## src/rtl/rhc_pkg.sv

```systemverilog
// Shared types for the ramp/dwell/freeze setpoint sequencer.
// Assumes: phase codes are observed by neighbouring logic, so the
// encoding below is fixed.
package rhc_pkg;

    typedef enum logic [1:0] {
        PH_REST   = 2'd0,
        PH_CLIMB  = 2'd1,
        PH_DWELL  = 2'd2,
        PH_FREEZE = 2'd3
    } phase_e;

    typedef enum logic [1:0] {
        LVL_KEEP    = 2'd0,
        LVL_CLEAR   = 2'd1,
        LVL_ADVANCE = 2'd2
    } lvl_cmd_e;

endpackage

```

## src/rtl/rhc_level_acc.sv

```systemverilog
// Setpoint accumulator: holds the setpoint word, adds the step on command
// and clamps to the ceiling. The sum is formed one bit wider than the
// word, so a large step cannot wrap past the ceiling.
// Assumes: the command comes from the sequencer, one per cycle.
module rhc_level_acc
    import rhc_pkg::*;
#(
    parameter int LEVEL_W = 12
) (
    input  logic               clk,
    input  logic               rst_n,
    input  lvl_cmd_e           cmd_i,
    input  logic [LEVEL_W-1:0] target_i,
    input  logic [LEVEL_W-1:0] step_i,
    output logic [LEVEL_W-1:0] level_o,
    output logic               reach_o
);
    localparam int SUM_W = LEVEL_W + 1;

    logic [SUM_W-1:0] sum;

    // Form the unclamped next value and compare it with the ceiling.
    always_comb begin
        sum     = {1'b0, level_o} + {1'b0, step_i};
        reach_o = (sum >= {1'b0, target_i});
    end

    // Update the setpoint word according to the sequencer command.
    always_ff @(posedge clk) begin
        if (!rst_n) begin
            level_o <= '0;
        end else begin
            unique case (cmd_i)
                LVL_CLEAR:   level_o <= '0;
                LVL_ADVANCE: level_o <= reach_o ? target_i : sum[LEVEL_W-1:0];
                default:     level_o <= level_o;
            endcase
        end
    end

endmodule

```

## src/rtl/rhc_dwell_timer.sv

```systemverilog
// Dwell countdown: loads the dwell length on entry and counts down by one
// per dwell cycle. last_o marks the final dwell cycle; a length of zero
// behaves like one.
// Assumes: load and dec are never asserted together.
module rhc_dwell_timer #(
    parameter int DWELL_W = 16
) (
    input  logic               clk,
    input  logic               rst_n,
    input  logic               load_i,
    input  logic               dec_i,
    input  logic [DWELL_W-1:0] len_i,
    output logic               last_o
);
    logic [DWELL_W-1:0] cnt;

    // Hold or count down the remaining dwell cycles.
    always_ff @(posedge clk) begin
        if (!rst_n) begin
            cnt <= '0;
        end else if (load_i) begin
            cnt <= len_i;
        end else if (dec_i && cnt != '0) begin
            cnt <= cnt - 1'b1;
        end
    end

    // Flag the cycle in which the remaining count is one or less.
    always_comb begin
        last_o = (cnt <= DWELL_W'(1));
    end

endmodule

```

## src/rtl/rhc_sequencer.sv

```systemverilog
// Phase sequencer: decides the phase and issues commands to the
// accumulator and the dwell timer. Off has priority over every other
// request; pause is honoured only while climbing.
// Assumes: requests are already synchronous to clk.
module rhc_sequencer
    import rhc_pkg::*;
(
    input  logic     clk,
    input  logic     rst_n,
    input  logic     start_i,
    input  logic     pause_i,
    input  logic     off_i,
    input  logic     reach_i,
    input  logic     dwell_last_i,
    output phase_e   phase_o,
    output lvl_cmd_e lvl_cmd_o,
    output logic     dwell_load_o,
    output logic     dwell_dec_o
);
    phase_e nxt;

    // Choose the next phase and the commands for this cycle.
    always_comb begin
        nxt          = phase_o;
        lvl_cmd_o    = LVL_KEEP;
        dwell_load_o = 1'b0;
        dwell_dec_o  = 1'b0;
        unique case (phase_o)
            PH_REST: begin
                lvl_cmd_o = LVL_CLEAR;
                if (start_i && !off_i) nxt = PH_CLIMB;
            end
            PH_CLIMB: begin
                if (off_i) begin
                    nxt       = PH_REST;
                    lvl_cmd_o = LVL_CLEAR;
                end else if (pause_i) begin
                    nxt = PH_FREEZE;
                end else begin
                    lvl_cmd_o = LVL_ADVANCE;
                    if (reach_i) begin
                        nxt          = PH_DWELL;
                        dwell_load_o = 1'b1;
                    end
                end
            end
            PH_DWELL: begin
                if (off_i || dwell_last_i) begin
                    nxt       = PH_REST;
                    lvl_cmd_o = LVL_CLEAR;
                end else begin
                    dwell_dec_o = 1'b1;
                end
            end
            PH_FREEZE: begin
                if (off_i) begin
                    nxt       = PH_REST;
                    lvl_cmd_o = LVL_CLEAR;
                end else if (start_i) begin
                    nxt = PH_CLIMB;
                end
            end
            default: nxt = PH_REST;
        endcase
    end

    // Register the phase.
    always_ff @(posedge clk) begin
        if (!rst_n) phase_o <= PH_REST;
        else        phase_o <= nxt;
    end

endmodule

```

## src/rtl/rhc_ramp_ctrl.sv

```systemverilog
// Top of the setpoint sequencer: joins the phase sequencer, the clamped
// accumulator and the dwell countdown.
// Assumes: target, step and dwell are held steady by the user while they
// matter; a zero step with a non-zero ceiling climbs forever.
module rhc_ramp_ctrl
    import rhc_pkg::*;
#(
    parameter int LEVEL_W = 12,
    parameter int DWELL_W = 16
) (
    input  logic               clk,
    input  logic               rst_n,
    input  logic               start_i,
    input  logic               pause_i,
    input  logic               off_i,
    input  logic [LEVEL_W-1:0] target_i,
    input  logic [LEVEL_W-1:0] step_i,
    input  logic [DWELL_W-1:0] dwell_i,
    output logic [LEVEL_W-1:0] level_o,
    output logic [1:0]         phase_o
);
    phase_e   phase;
    lvl_cmd_e lvl_cmd;
    logic     reach;
    logic     dwell_last;
    logic     dwell_load;
    logic     dwell_dec;

    rhc_sequencer u_seq (
        .clk          (clk),
        .rst_n        (rst_n),
        .start_i      (start_i),
        .pause_i      (pause_i),
        .off_i        (off_i),
        .reach_i      (reach),
        .dwell_last_i (dwell_last),
        .phase_o      (phase),
        .lvl_cmd_o    (lvl_cmd),
        .dwell_load_o (dwell_load),
        .dwell_dec_o  (dwell_dec)
    );

    rhc_level_acc #(.LEVEL_W(LEVEL_W)) u_acc (
        .clk      (clk),
        .rst_n    (rst_n),
        .cmd_i    (lvl_cmd),
        .target_i (target_i),
        .step_i   (step_i),
        .level_o  (level_o),
        .reach_o  (reach)
    );

    rhc_dwell_timer #(.DWELL_W(DWELL_W)) u_tmr (
        .clk    (clk),
        .rst_n  (rst_n),
        .load_i (dwell_load),
        .dec_i  (dwell_dec),
        .len_i  (dwell_i),
        .last_o (dwell_last)
    );

    // Expose the phase as a plain code.
    always_comb phase_o = phase;

endmodule

```

## config.mk

```make
export PLATFORM = sky130hd
export DESIGN_NAME = rhc_ramp_ctrl
export DESIGN_NICKNAME = d
export VERILOG_FILES = /design/src/rtl/rhc_pkg.sv /design/src/rtl/rhc_level_acc.sv /design/src/rtl/rhc_dwell_timer.sv /design/src/rtl/rhc_sequencer.sv /design/src/rtl/rhc_ramp_ctrl.sv
export SDC_FILE = /design/constraint.sdc
export NUM_CORES = 1
export LEC_CHECK = 0
export CAP_MARGIN = 20
export CORE_ASPECT_RATIO = 0.9
export CORE_MARGIN = 2
export CORE_UTILIZATION = 45
export CTS_CLUSTER_DIAMETER = 100
export CTS_CLUSTER_SIZE = 8
export DETAILED_ROUTE_END_ITERATION = 10
export DONT_BUFFER_PORTS = 1
export GPL_ROUTABILITY_DRIVEN = 0
export GPL_TIMING_DRIVEN = 0
export PLACE_DENSITY_LB_ADDON = 0.15
export SLEW_MARGIN = 30
export SYNTH_ARGS = -nofsm -noshare
export SYNTH_HDL_FRONTEND = slang
export SYNTH_SLANG_ARGS = --single-unit
```

## constraint.sdc

```tcl
create_clock -name clk -period 3.9 [get_ports clk]
set_input_delay 0.195 -clock clk [delete_from_list [all_inputs] [get_ports clk]]
set_output_delay 0.195 -clock clk [all_outputs]
set_load 0.01 [all_outputs]
```

Word level (Yosys, flattened, before mapping) --
Cells that the tools add are included.
Word-level totals: input bits 45, word-level logic and storage cells 48, output and inout bits 14, register bits 30
Cells by class: reduce and logical (&&, ||, !) cells 9, multiplexer cells 23, order comparisons 2, eq/ne operators 9, add/sub/neg operators 2
Operators with widths (number):
- 2-to-1 mux 16 bit | 2
- case mux 12 bit (2 select lines) | 1
- 2-to-1 mux 2 bit | 9
- less-or-equal comparator 16 x 1 -> 1 bit (second input constant) | 1
- case mux 2 bit (4 select lines) | 2
- nonzero test 16 bit | 1
- subtractor 16 x 1 -> 16 bit (second input constant) | 1
- adder 12 x 12 -> 13 bit | 1
- >= comparator 13 x 12 -> 1 bit | 1
- 2-to-1 mux 12 bit | 1
- 2-to-1 mux 1 bit | 8
- == test 2 bit (second input constant) | 3
- == test 2 x 1 -> 1 bit (second input constant) | 2
- inequality test 2 x 1 -> 1 bit (second input constant) | 2
- inequality test 4 x 3 -> 1 bit (second input constant) | 1
- AND reduction 4 bit | 1
- nonzero test 2 bit | 2
- inequality test 3 bit (second input constant) | 1
- logical AND 1 bit | 2
- zero test 2 bit | 1
- zero test 1 bit | 1
- logical OR 1 bit | 1

Depth between registers and ports, before layout --
Gate-level depths: netlist (run 1).
depth in word-level cells 7, depth in mapped cells 19

Cells and area by module --
Synthesis (run 1) repeated with hierarchy kept, for this count alone.
Second synthesis, totals: cell total of the unflattened synthesis 295, area total of the unflattened synthesis 2544.9 um^2
Modules (own cells, without submodules):
- rhc_level_acc | sequential area each 240.2 um^2, instances 1, cells each 160, area an instance 1396.3 um^2
- rhc_dwell_timer | sequential area each 320.3 um^2, instances 1, cells each 119, area an instance 1012.2 um^2
- rhc_sequencer | sequential area each 40.0 um^2, instances 1, cells each 16, area an instance 136.4 um^2

Least setup slack after synthesis (run 1) --
Ideal clock, no wire load.
path type register -> register, from register u_acc.level_o[0], to register u_tmr.cnt[10], arrival 3827 ps, cell stages (with the launch flop) 20, path slack -8 ps, required time 3819 ps, library setup time 81 ps, path through dfxtp_1 -> ha_1 -> inv_1 -> fa_1 -> nor2b_1 -> o31a_1 -> o221a_2 -> or2_2 -> a31oi_1 -> xnor2_1 -> ha_1 -> a21o_1 -> a211oi_1 -> o21ai_0 -> a221oi_1 -> o21a_1 -> buf_2 -> buf_1 -> nor3_1 -> a211oi_2
Between the ends: word-level cells in the longest chain between the ends 7, elaborated cells between the ends (all ways) 8
Ends and longest elaborated chain:
- start, declared | line rhc_level_acc.sv:15 | output logic [LEVEL_W-1:0] level_o,
- start signal, assigned | line rhc_level_acc.sv:35 | LVL_ADVANCE: level_o <= reach_o ? target_i : sum[LEVEL_W-1:0];
- start signal, assigned | line rhc_level_acc.sv:36 | default: level_o <= level_o;
- adder 12 x 12 -> 13 bit (*) | line rhc_level_acc.sv:24 | sum = {1'b0, level_o} + {1'b0, step_i};
- >= comparator 13 x 12 -> 1 bit (*) | line rhc_level_acc.sv:25 | reach_o = (sum >= {1'b0, target_i});
- 2-to-1 mux 1 bit (*) | line rhc_sequencer.sv:41 | if (reach_i) begin
- 2-to-1 mux 1 bit (*) | line rhc_sequencer.sv:37 | end else if (pause_i) begin
- 2-to-1 mux 1 bit (*) | line rhc_sequencer.sv:34 | if (off_i) begin
- 2-to-1 mux 1 bit (*) | line rhc_sequencer.sv:28 | unique case (phase_o)
- 2-to-1 mux 16 bit or nonzero test 2 bit (tied branches)
- end signal, assigned | line rhc_dwell_timer.sv:22 | cnt <= len_i;
- end signal, assigned | line rhc_dwell_timer.sv:24 | cnt <= cnt - 1'b1;
- end, declared | line rhc_dwell_timer.sv:15 | logic [DWELL_W-1:0] cnt;
Mark *: on every way between the ends. The rest lies on a longest branch, timed or not. A chain may end at the register's enable or synchronous reset.

Worst setup path after layout (run 1) --
from register u_acc.level_o[0], to register u_acc.level_o[3]
Between the ends: word-level cells in the longest chain between the ends 4
Ends and longest elaborated chain:
- adder 12 x 12 -> 13 bit (*) | line rhc_level_acc.sv:24
- >= comparator 13 x 12 -> 1 bit | line rhc_level_acc.sv:25
- 2-to-1 mux 12 bit (*) | line rhc_level_acc.sv:35
- case mux 12 bit (2 select lines) (*) | line rhc_level_acc.sv:33 | unique case (cmd_i)
Marks and branches as above.

==> results of run 1 <==
-- path summary, 6_finish.rpt --
| check | from | endpoint | slack (ns) | cells after the start |
|---|---|---|---|---|
| worst min register to register | u_acc.level_o[5] | u_acc.level_o[5] | 0.51 | 2 |
| worst min-delay path | dwell_i[1] | u_tmr.cnt[1] | 0.05 | 2 |
| worst max register to register | u_acc.level_o[0] | u_acc.level_o[3] | 0.01 | 19 |
| worst max-delay path | u_acc.level_o[0] | u_acc.level_o[3] | 0.01 | 19 |
-- sequential cells by signal (all words and copies together) (netlist names) --
signal,flops
u_tmr.cnt,16
u_acc.level_o,12
u_seq.phase_o,2
-- area by class of cell --
class	count	share of cell area, %
multi-input combinational	229	60.4
sequential	30	21.0
timing repair buffer	12	4.90
inverter	23	2.99
tap	67	2.90
clock buffer	6	2.86
buffer	10	2.86
clock inverter	2	2.08
-- critical path, cell delays in order, from the launching register on --
cell and delay (ns):
dfxtp_4 0.37, ha_4 0.16, inv_2 0.04, fa_2 0.20
nor2b_2 0.05, o31a_1 0.32, o221a_2 0.27, or2_4 0.27
a31oi_4 0.21, xnor2_2 0.14, ha_1 0.27, a21o_1 0.18
a211oi_2 0.20, o21ai_2 0.10, a221oi_2 0.24, o21a_1 0.18
buf_6 0.14, buf_8 0.13, mux2i_1 0.19, o21ai_1 0.08
-- report_power, final --
part / internal, W / total (W) / switching [W]
Combinational: 0.0000835 / 0.000168 / 0.0000848
Clock: 0.000273 / 0.000402 / 0.000129
Sequential: 0.000309 / 0.000314 / 0.00000509
-- cells by family (layout without fill, tap and decap cells) --
family / after synthesis / after routing / synth area share, %
buffers and inverters: 33 / 53 / 5.60
muxes: 9 / 9 / 3.77
adders and majority gates: 28 / 28 / 15.0
AOI/OAI and AO/OA: 83 / 83 / 23.1
DFF: 30 / 30 / 25.1
xor gates and xnor gates: 22 / 22 / 8.07
and+or+nand+nor: 87 / 87 / 19.3
-- what timing repair did --
action,4_1_cts,5_1_grt
pin swaps,11,16
cloned,1,0
gates resized for setup,28,10
endpoints found under the setup margin,30,29
buffers inserted,7,3
hold buffers,1,0
hold endpoints to repair,1,0
-- metal layers --
metal,GRT usage (%),vias to the layer above,routed length (um)
li1,-,1104,-
met3,7.92,4,425
met1,28.3,986,2880
met2,33.3,44,2700
met5,0,-,0
met4,6.40,0,46
-- through the flow --
stage | utilization, % | worst slack [ns]
finish | 55.6 | 0.0141
global route | 55.6 | -0.158
CTS | 54.5 | 0.0128
detailed placement | 47.6 | -0.506
global placement | 47.6 | -0.471
floorplan | - | 0.0000564
-- synthesized netlist by cell type, types with 2 or more instances --
| master | instances |
|---|---|
| nor2_1 | 12 |
| o31ai_1 | 6 |
| a32oi_1 | 2 |
| mux2i_1 | 9 |
| o21a_1 | 8 |
| inv_1 | 22 |
| or4_1 | 2 |
| a31oi_1 | 3 |
| a21o_1 | 5 |
| nand2_1 | 25 |
| xor2_1 | 9 |
| nor2b_1 | 2 |
| o211ai_1 | 2 |
| nor4_1 | 3 |
| o31a_1 | 2 |
| a21oi_1 | 18 |
| and3_1 | 3 |
| dfxtp_1 | 30 |
| ha_1 | 27 |
| a211oi_1 | 8 |
| clkbuf_1 | 6 |
| nor3_1 | 15 |
| nand3_1 | 6 |
| a221oi_1 | 2 |
| buf_2 | 2 |
| nand2b_1 | 3 |
| xnor2_1 | 13 |
| or3_1 | 5 |
| o21ai_0 | 19 |
==> results.md, run 1 <==
* Post-Syn Area per Cell at 8.18 um2
* Number of DRC markers in iteration 0 at 90
* Commonest non-fill, non-tap cells in the layout: 28 x dfxtp_1, 25 x nand2_1, 25 x ha_1
* Worst Max-Slew Pin Slew at 0.580 ns
* DIE AREA at 0.00591 mm2
* Synth area leaders: dfxtp_1 25%, ha_1 14%, xnor2_1 4.8%
* Skew final at 0.00846 ns
* Async S/R FF share, synth at 0%
* WS Path Type: flop to flop
* Grt ovf at 0
* Min cycle time layout at 3.89 ns
* Hold Path Class: primary input to flop
* Unrepaired setup endpoints after global routing: yes
* Overall power at 0.000884 W
* Worst vdd ir at 0.000164 V
* Total routed wirelength at 6050 um
* Post-Syn Nets at 365
* Worst slew margin at 61.3%
* Die Width at 80.8 um
* DRC violations left at 0
* Diodes inserted at 0
* Cell area after synthesis at 0.00239 mm2
* CP Capture Type: flop
* Post-synth EDFFs at 0
* All-Layer GR Usage at 21.6%
* Number of clock buffers inserted by TritonCTS at 5
* Fillers at 505
* Register area at 606 um2
* Tcrit/Tclk final at 99.6%
* Synthesis-to-layout area growth at 20.9%
* Via density at 5.64
* Placed insts at 359
* TNS Setup at 0 ns
* Final nets at 384
* Root buffer cell: clkbuf_8
* Cell taking the most area after synthesis: dfxtp_1
* Leakage at 1.22 nW
* Cells after synthesis at 292
* CP Launch Type: flop
* First-pass GRT wire length at 9690 um
* Clk_lat worst skew at 0.29 ns
* CTS tree: yes
* Max H-tree Level at 2
* Arr. time, crit path at 4.04 ns
* Crit Path Max Fanout at 5
* Design area at 0.00289 mm2
* Die height at 73.1 um
* Most common cell after layout, fill and taps aside: dfxtp_1
* Pins Over Slew Limit at 0
* Initial cell density of the core at 46.0%
* Hold Fails Final Rpt at 0
* Seq/Total Area, Yosys at 25.1%
* Post-route ant nets at 0
* Core Area at 0.00519 mm2
* Vias post-DR at 2138
* Synth warn at 0
* Main flop type after synthesis: dfxtp_1
* Final setup viols at 0
* Hpwl dp at 4430 um
* Fin Hold WS at 0.0456 ns
* Placed Area at 0.00247 mm2
* Largest net degree at the start of global routing at 11
* Antenna violations before repair at 0
* Row count at 25
* Top-area cell type share of the netlist area at 25.1%
* Max Cap Viol at 0
* Fmax at 257 MHz
* Vias in the first global route at 2030
* Area of the multi-input gates at 0.00175 mm2
* PwrDens at 306 mW/mm2
* Routed len/inst at 16.0 um
* Input/output buffers at 0
* Worst endpoint required time at 4.06 ns
* Status: complete, no violations
* Clk sinks at 30
* TritonRoute pass-1 iters at 4
* Share of layout cells above drive strength 1 at 15.7%
* Finished Layout Cells at 379
* Clock transition at the registers of the reported paths at 0.07 ns
* Synth unique cells at 52
* Synthesis-stage register bit count at 30
* Top Ports at 59
* Clock tree buffer depth at 2
(Power assumes the default switching activity.)
==> run 2: changes to the inputs <==
Settings changed: ABC_AREA set to 1, CTS_CLUSTER_DIAMETER 100 to 150.
==> results.md, run 2 <==
* Fillers at 644 (+28%)
* Hold_sp: dwell_i[1]
* Hpwl dp at 5520 um (+25%)
* Diodes inserted at 0 (unchanged)
* Core Area at 0.00608 mm2 (+17%)
* TritonRoute pass-1 iters at 4 (unchanged)
* Setup ws final at 0.418 ns (+0.404 ns)
* Root buffer cell: clkbuf_8
* Clock tree buffer depth at 2 (unchanged)
* Leakage at 1.58 nW (+29%)
* Placed insts at 521 (+45%)
* Post-CTS Hold Buffers at 0 (-1)
* Max H-tree Level at 2 (unchanged)
* Tcrit/Tclk final at 89.3% (-10 points)
* Most frequent cell after synthesis: nand2_1
* Post-Syn Area per Cell at 6.28 um2 (-23%)
* Sw frac at 46.0% (+21 points)
* Clock transition at the registers of the reported paths at 0.07 ns (about the same)
* Post-Syn Nets at 522 (+43%)
* Top-area cell type share of the netlist area at 21.3% (-3.8 points)
* Most flops, register: u_tmr.cnt
* Max Cap Viol at 0 (unchanged)
* Number of DRC markers in iteration 0 at 156 (+73%)
* Final setup viols at 0 (unchanged)
* Hold Path Class: primary input to flop
* TNS Setup at 0 ns (unchanged)
* Largest register FFs at 16 (unchanged)
* CP Launch Type: flop
* Via density at 5.14 (-8.9%)
* Worst slew margin at 59.6% (-1.7 points)
* Clk sinks at 30 (unchanged)
* Die height at 79.1 um (+8.1%)
* Async S/R FF share, synth at 0% (unchanged)
* Grt ovf at 0 (unchanged)
* Worst reg-to-reg setup slack at 0.42 ns (+0.40 ns)
* Antenna violations before repair at 0 (unchanged)
* Combinational power share at 53.9% (+35 points)
* Largest regs: u_tmr.cnt: 16 flops, u_acc.level_o: 12 flops, u_seq.phase_o: 2 flops
* Finished Layout Cells at 529 (+40%)
* DRC violations left at 0 (unchanged)
* Clk_lat worst skew at 0.29 ns (about the same)
* Status: complete, no violations
* WHS Endpoint: u_tmr.cnt[1]
* CP Capture Type: flop
* Synth warn at 0 (unchanged)
* Synth cell count leaders: 110 x nand2_1, 70 x inv_1, 51 x nand3_1
* Skew final at 0.00514 ns (-0.00333 ns)
* Arr. time, crit path at 3.70 ns (-0.34 ns)
* Crit Path Max Fanout at 10 (+5)
* Hold Fails Final Rpt at 0 (unchanged)
* CTS tree: yes
* Cell taking the most area after synthesis: dfxtp_1
* Cells on worst reg2reg path at 24 (+5)
* Internal power at 0.000832 W (+25%)
* Main flop type after synthesis: dfxtp_1
* Synthesis-stage register bit count at 30 (unchanged)
* Final nets at 529 (+38%)
* Input/output buffers at 0 (unchanged)
* Cell area after synthesis at 0.00282 mm2 (+18%)
* Most common cell after layout, fill and taps aside: nand2_1
* Cells on Worst Hold Path at 2 (unchanged)
* Fmax at 287 MHz (+12%)
* DIE AREA at 0.00691 mm2 (+17%)
* WS Path Type: flop to flop
* Initial cell density of the core at 46.3% (+0.34 points)
* Die Width at 87.4 um (+8.2%)
* Util after Layout at 49.7% (-6.0 points)
* Unrepaired setup endpoints after global routing: no
* Total routed wirelength at 7090 um (+17%)
* Routed len/inst at 13.4 um (-16%)
* Number of clock buffers inserted by TritonCTS at 5 (unchanged)
* Pins Over Slew Limit at 0 (unchanged)
* Post-route ant nets at 0 (unchanged)
* PwrDens at 511 mW/mm2 (+67%)
* Synth area leaders: dfxtp_1 21%, nand2_1 15%, ha_1 12%
* Vias in the first global route at 2508 (+24%)
* Worst Max-Slew Pin Slew at 0.606 ns (+0.0261 ns)
* Clk pwr share at 20.0% (-25 points)
* Worst endpoint required time at 4.12 ns (+0.06 ns)
* Min cycle time layout at 3.48 ns (-0.404 ns)
* Row count at 27 (+8.0%)
* Synthesis-to-layout area growth at 7.15%
* RR Endpoint: u_tmr.cnt[14]
* Synth unique cells at 34 (-35%)
* Seq/Total Area, Yosys at 21.3% (-3.8 points)
* Dpl ws at 0.370 ns (+0.876 ns)
* First-pass GRT wire length at 11700 um (+21%)
* Top Ports at 59 (unchanged)
* P_sw at 0.000710 W (+220%)
* Vias post-DR at 2718 (+27%)
* Sequential Power Share at 26.1% (-9.5 points)
* Post-synth EDFFs at 0 (unchanged)
* CP startpoint: u_acc.level_o[0]
* All-Layer GR Usage at 21.6% (+0.049 points)
* Worst r2r src: u_acc.level_o[0]
* Commonest non-fill, non-tap cells in the layout: 110 x nand2_1, 70 x inv_1, 51 x nand3_1
* Worst vdd ir at 0.000251 V (+53%)
* Cells after synthesis at 449 (+54%)
* Share of layout cells above drive strength 1 at 7.66% (-8.0 points)
* Largest net degree at the start of global routing at 11 (unchanged)
-- run 2: worst max-delay path by stage --
stage                        to
6_report          u_tmr.cnt[14]
5_1_grt           u_tmr.cnt[14]
4_1_cts           u_tmr.cnt[14]
3_5_place_dp      u_tmr.cnt[14]
3_3_place_gp   u_acc.level_o[2]
2_1_floorplan     u_tmr.cnt[14]
-- run 2: per-stage QoR --
stage / area (um2) / power [W] / hold slack, ns
floorplan: 2820 / 0.00106 / 0.330
global placement: 2910 / 0.00121 / 0.332
detailed placement: 2910 / 0.00123 / 0.339
CTS: 3020 / 0.00155 / 0.0357
global route: 3020 / 0.00170 / 0.0470
finish: 3020 / 0.00154 / 0.0394
-- run 2: metal layers --
layer  part of all wire (%)  track usage (%)
met1                     48             30.6
met2                     43             33.3
met4                   0.89             5.08
met5                      0                0
met3                    8.2             4.89
-- run 2: power by group through the flow --
stage	clock network [W]	registers, W	logic, W
2_1_floorplan	0	0.000399	0.000665
3_3_place_gp	0	0.000409	0.000805
3_5_place_dp	0	0.000409	0.000823
4_1_cts	0.000318	0.000403	0.000830
5_1_grt	0.000330	0.000411	0.000955
6_report	0.000308	0.000403	0.000831
-- run 2: cell type report --
cell class,count,area [um2],area share [%]
inverters,72,270,8.95
multi-input cells,333,1860,61.7
clock buffers,8,110,3.65
plain buffers,14,82.6,2.74
well taps,72,90.1,2.98
flip-flops and latches,30,602,19.9
-- run 2: repair_timing --
item | in CTS | in global routing
endpoints found under the setup margin | 0 | 1
gates resized for setup | 0 | 1
setup buffers | 0 | 0
-- run 2: cell families (layout without fill, tap and decap cells) --
logic type	after synthesis	in the layout	synth area share (%)
simple gates	224	224	35.6
buf+inv	86	94	12.5
fa+ha+maj	28	28	12.7
compound gates	65	65	12.9
xor+xnor	16	16	4.97
flops	30	30	21.3
-- run 2: critical path, cell delays in order, from the launching register on --
cell	delay, ns
dfxtp_2	0.37
ha_1	0.19
inv_1	0.07
fa_1	0.44
nor3_1	0.22
nor2_1	0.11
o21ai_0	0.16
nand2_1	0.06
nand2_1	0.09
inv_1	0.05
ha_1	0.28
nand2_1	0.11
inv_1	0.05
a21oi_1	0.14
nand2_1	0.06
nor2_1	0.08
nand2_1	0.08
nand2_1	0.06
nand2_1	0.05
nand2_2	0.13
nand2_4	0.10
nand2_4	0.12
buf_6	0.16
nand3_1	0.10
a21oi_2	0.14
==> run 3: changes to the inputs <==
Settings changed: RECOVER_POWER set to 50.
==> results.md, run 3 (synthesized netlist as in run 2, its figures left out) <==
* Largest net degree at the start of global routing at 11 (unchanged)
* Sw frac at 45.9% (-0.077 points)
* Status: complete, no violations
* Placed Area at 0.00291 mm2 (unchanged)
* DRC violations left at 0 (unchanged)
* Tcrit/Tclk final at 90.5% (+1.2 points)
* Grt ovf at 0 (unchanged)
* Skew final at 0.00514 ns (+0.00000686 ns)
* Max Cap Viol at 0 (unchanged)
* CP Launch Type: flop
* Final nets at 529 (unchanged)
* Hold Path Class: primary input to flop
* Commonest non-fill, non-tap cells in the layout: 110 x nand2_1, 70 x inv_1, 51 x nand3_1
* CTS tree: yes
* Total routed wirelength at 7080 um (-0.16%)
* Final setup viols at 0 (unchanged)
* Combinational power share at 53.8% (about the same)
* Unrepaired setup endpoints after global routing: no
* Share of layout cells above drive strength 1 at 7.66% (unchanged)
* Clock transition at the registers of the reported paths at 0.07 ns (about the same)
* Vias in the first global route at 2508 (unchanged)
* Internal power at 0.000832 W (about the same)
* Row count at 27 (unchanged)
* Vias post-DR at 2717 (-0.037%)
* Leakage at 1.58 nW (about the same)
* Input/output buffers at 0 (unchanged)
* Max H-tree Level at 2 (unchanged)
* Die Width at 87.4 um (unchanged)
* Most flops, register: u_tmr.cnt
* DIE AREA at 0.00691 mm2 (unchanged)
* Overall power at 0.00154 W (-0.17%)
* Post-CTS Hold Buffers at 0 (unchanged)
* Hpwl dp at 5520 um (unchanged)
* Clk sinks at 30 (unchanged)
* Clk_lat worst skew at 0.29 ns (about the same)
* Setup bufs post-CTS at 0 (unchanged)
* Register area at 602 um2 (unchanged)
* Worst r2r src: u_acc.level_o[0]
* Largest register FFs at 16 (unchanged)
* Worst endpoint required time at 4.11 ns (about the same)
* Routed len/inst at 13.4 um (-0.16%)
* Worst vdd ir at 0.000251 V (about the same)
* Top Ports at 59 (unchanged)
* Via density at 5.14 (about the same)
* Most common cell after layout, fill and taps aside: nand2_1
* Die height at 79.1 um (unchanged)
* Clock tree buffer depth at 2 (unchanged)
* Util after Layout at 49.7% (unchanged)
* Design area at 0.00302 mm2 (unchanged)
* Hold Fails Final Rpt at 0 (unchanged)
* Hold_sp: dwell_i[1]
* Crit Path Max Fanout at 10 (unchanged)
* Synthesis-to-layout area growth at 7.15% (unchanged)
* PwrDens at 510 mW/mm2 (-0.17%)
* TNS Setup at 0 ns (unchanged)
* CP startpoint: u_acc.level_o[0]
* Antenna violations before repair at 0 (unchanged)
* Post-route ant nets at 0 (unchanged)
* WS Path Type: flop to flop
* Root buffer cell: clkbuf_8
* Initial cell density of the core at 46.3% (unchanged)
* CP Capture Type: flop
* Worst slew margin at 59.6% (about the same)
* Clk pwr share at 20.0% (about the same)
* Largest regs: u_tmr.cnt: 16 flops, u_acc.level_o: 12 flops, u_seq.phase_o: 2 flops
* Area of the multi-input gates at 0.00186 mm2 (unchanged)
* Core Area at 0.00608 mm2 (unchanged)
* Worst Max-Slew Pin Slew at 0.606 ns (-0.000139 ns)
* Number of DRC markers in iteration 0 at 159 (+1.9%)
* Arr. time, crit path at 3.74 ns (+0.04 ns)
* Diodes inserted at 0 (unchanged)
* Min cycle time layout at 3.53 ns (+0.0470 ns)
* All-Layer GR Usage at 21.6% (unchanged)
* Sequential Power Share at 26.2% (about the same)
* Pins Over Slew Limit at 0 (unchanged)
* First-pass GRT wire length at 11700 um (unchanged)
* TritonRoute pass-1 iters at 4 (unchanged)
* P_sw at 0.000707 W (-0.33%)
* Fmax at 283 MHz (-1.3%)
* Fillers at 644 (unchanged)
* Number of clock buffers inserted by TritonCTS at 5 (unchanged)
==> run 3: worst paths after layout <==
path,slack [ns],depth (start not counted),endpoint
worst max-delay path,0.37,24,u_acc.level_o[0]
worst min-delay path,0.04,2,u_tmr.cnt[1]
worst max register to register,0.37,24,u_acc.level_o[0]
worst min register to register,0.48,2,u_tmr.cnt[9]
==> run 3: stage by stage <==
step           instances  hold WS, ns  setup slack (ns)
2_1_floorplan        449        0.330             0.844
3_3_place_gp         521        0.332             0.407
3_5_place_dp         521        0.339             0.370
4_1_cts              529       0.0357             0.337
5_1_grt              529       0.0470            0.0444
6_report             529       0.0397             0.371
==> run 3: worst max-delay path: stages (launching register included) <==
cell,delay (ns)
dfxtp_2,0.37
ha_1,0.19
inv_1,0.07
fa_1,0.44
nor3_1,0.22
nor2_1,0.11
o21ai_0,0.16
nand2_1,0.06
nand2_1,0.09
inv_1,0.05
ha_1,0.28
nand2_1,0.11
inv_1,0.05
a21oi_1,0.14
nand2_1,0.06
nor2_1,0.08
nand2_1,0.08
nand2_1,0.06
nand2_1,0.05
nand2_2,0.13
nand2_4,0.10
clkbuf_2,0.24
nand2_1,0.10
nand3_1,0.07
a21oi_1,0.14
==> run 3: what timing repair did <==
item / 4_1_cts / 5_1_grt
resized for setup: 0 / 1
setup endpoints to repair: 0 / 1
hold endpoints to repair: 0 / 0
==> run 3: cell type report <==
type | instances | area share [%]
buffer | 14 | 2.74
tap | 72 | 2.98
inverter | 72 | 8.95
multi-input combinational | 333 | 61.7
clock buffer | 8 | 3.65
sequential | 30 | 19.9
==> run 3: routing by layer <==
layer	track usage, %	up-vias	wire length, um
met3	4.89	6	579
met1	30.6	1191	3380
met2	33.3	72	3060
met4	5.08	0	61
met5	0	-	0
li1	-	1448	-
==> run 3: power by group through the flow <==
stage	registers, W	clock network (W)	logic (W)
finish	0.000403	0.000308	0.000828
global route	0.000411	0.000330	0.000955
CTS	0.000403	0.000318	0.000830
detailed placement	0.000409	0	0.000823
global placement	0.000409	0	0.000805
floorplan	0.000399	0	0.000665
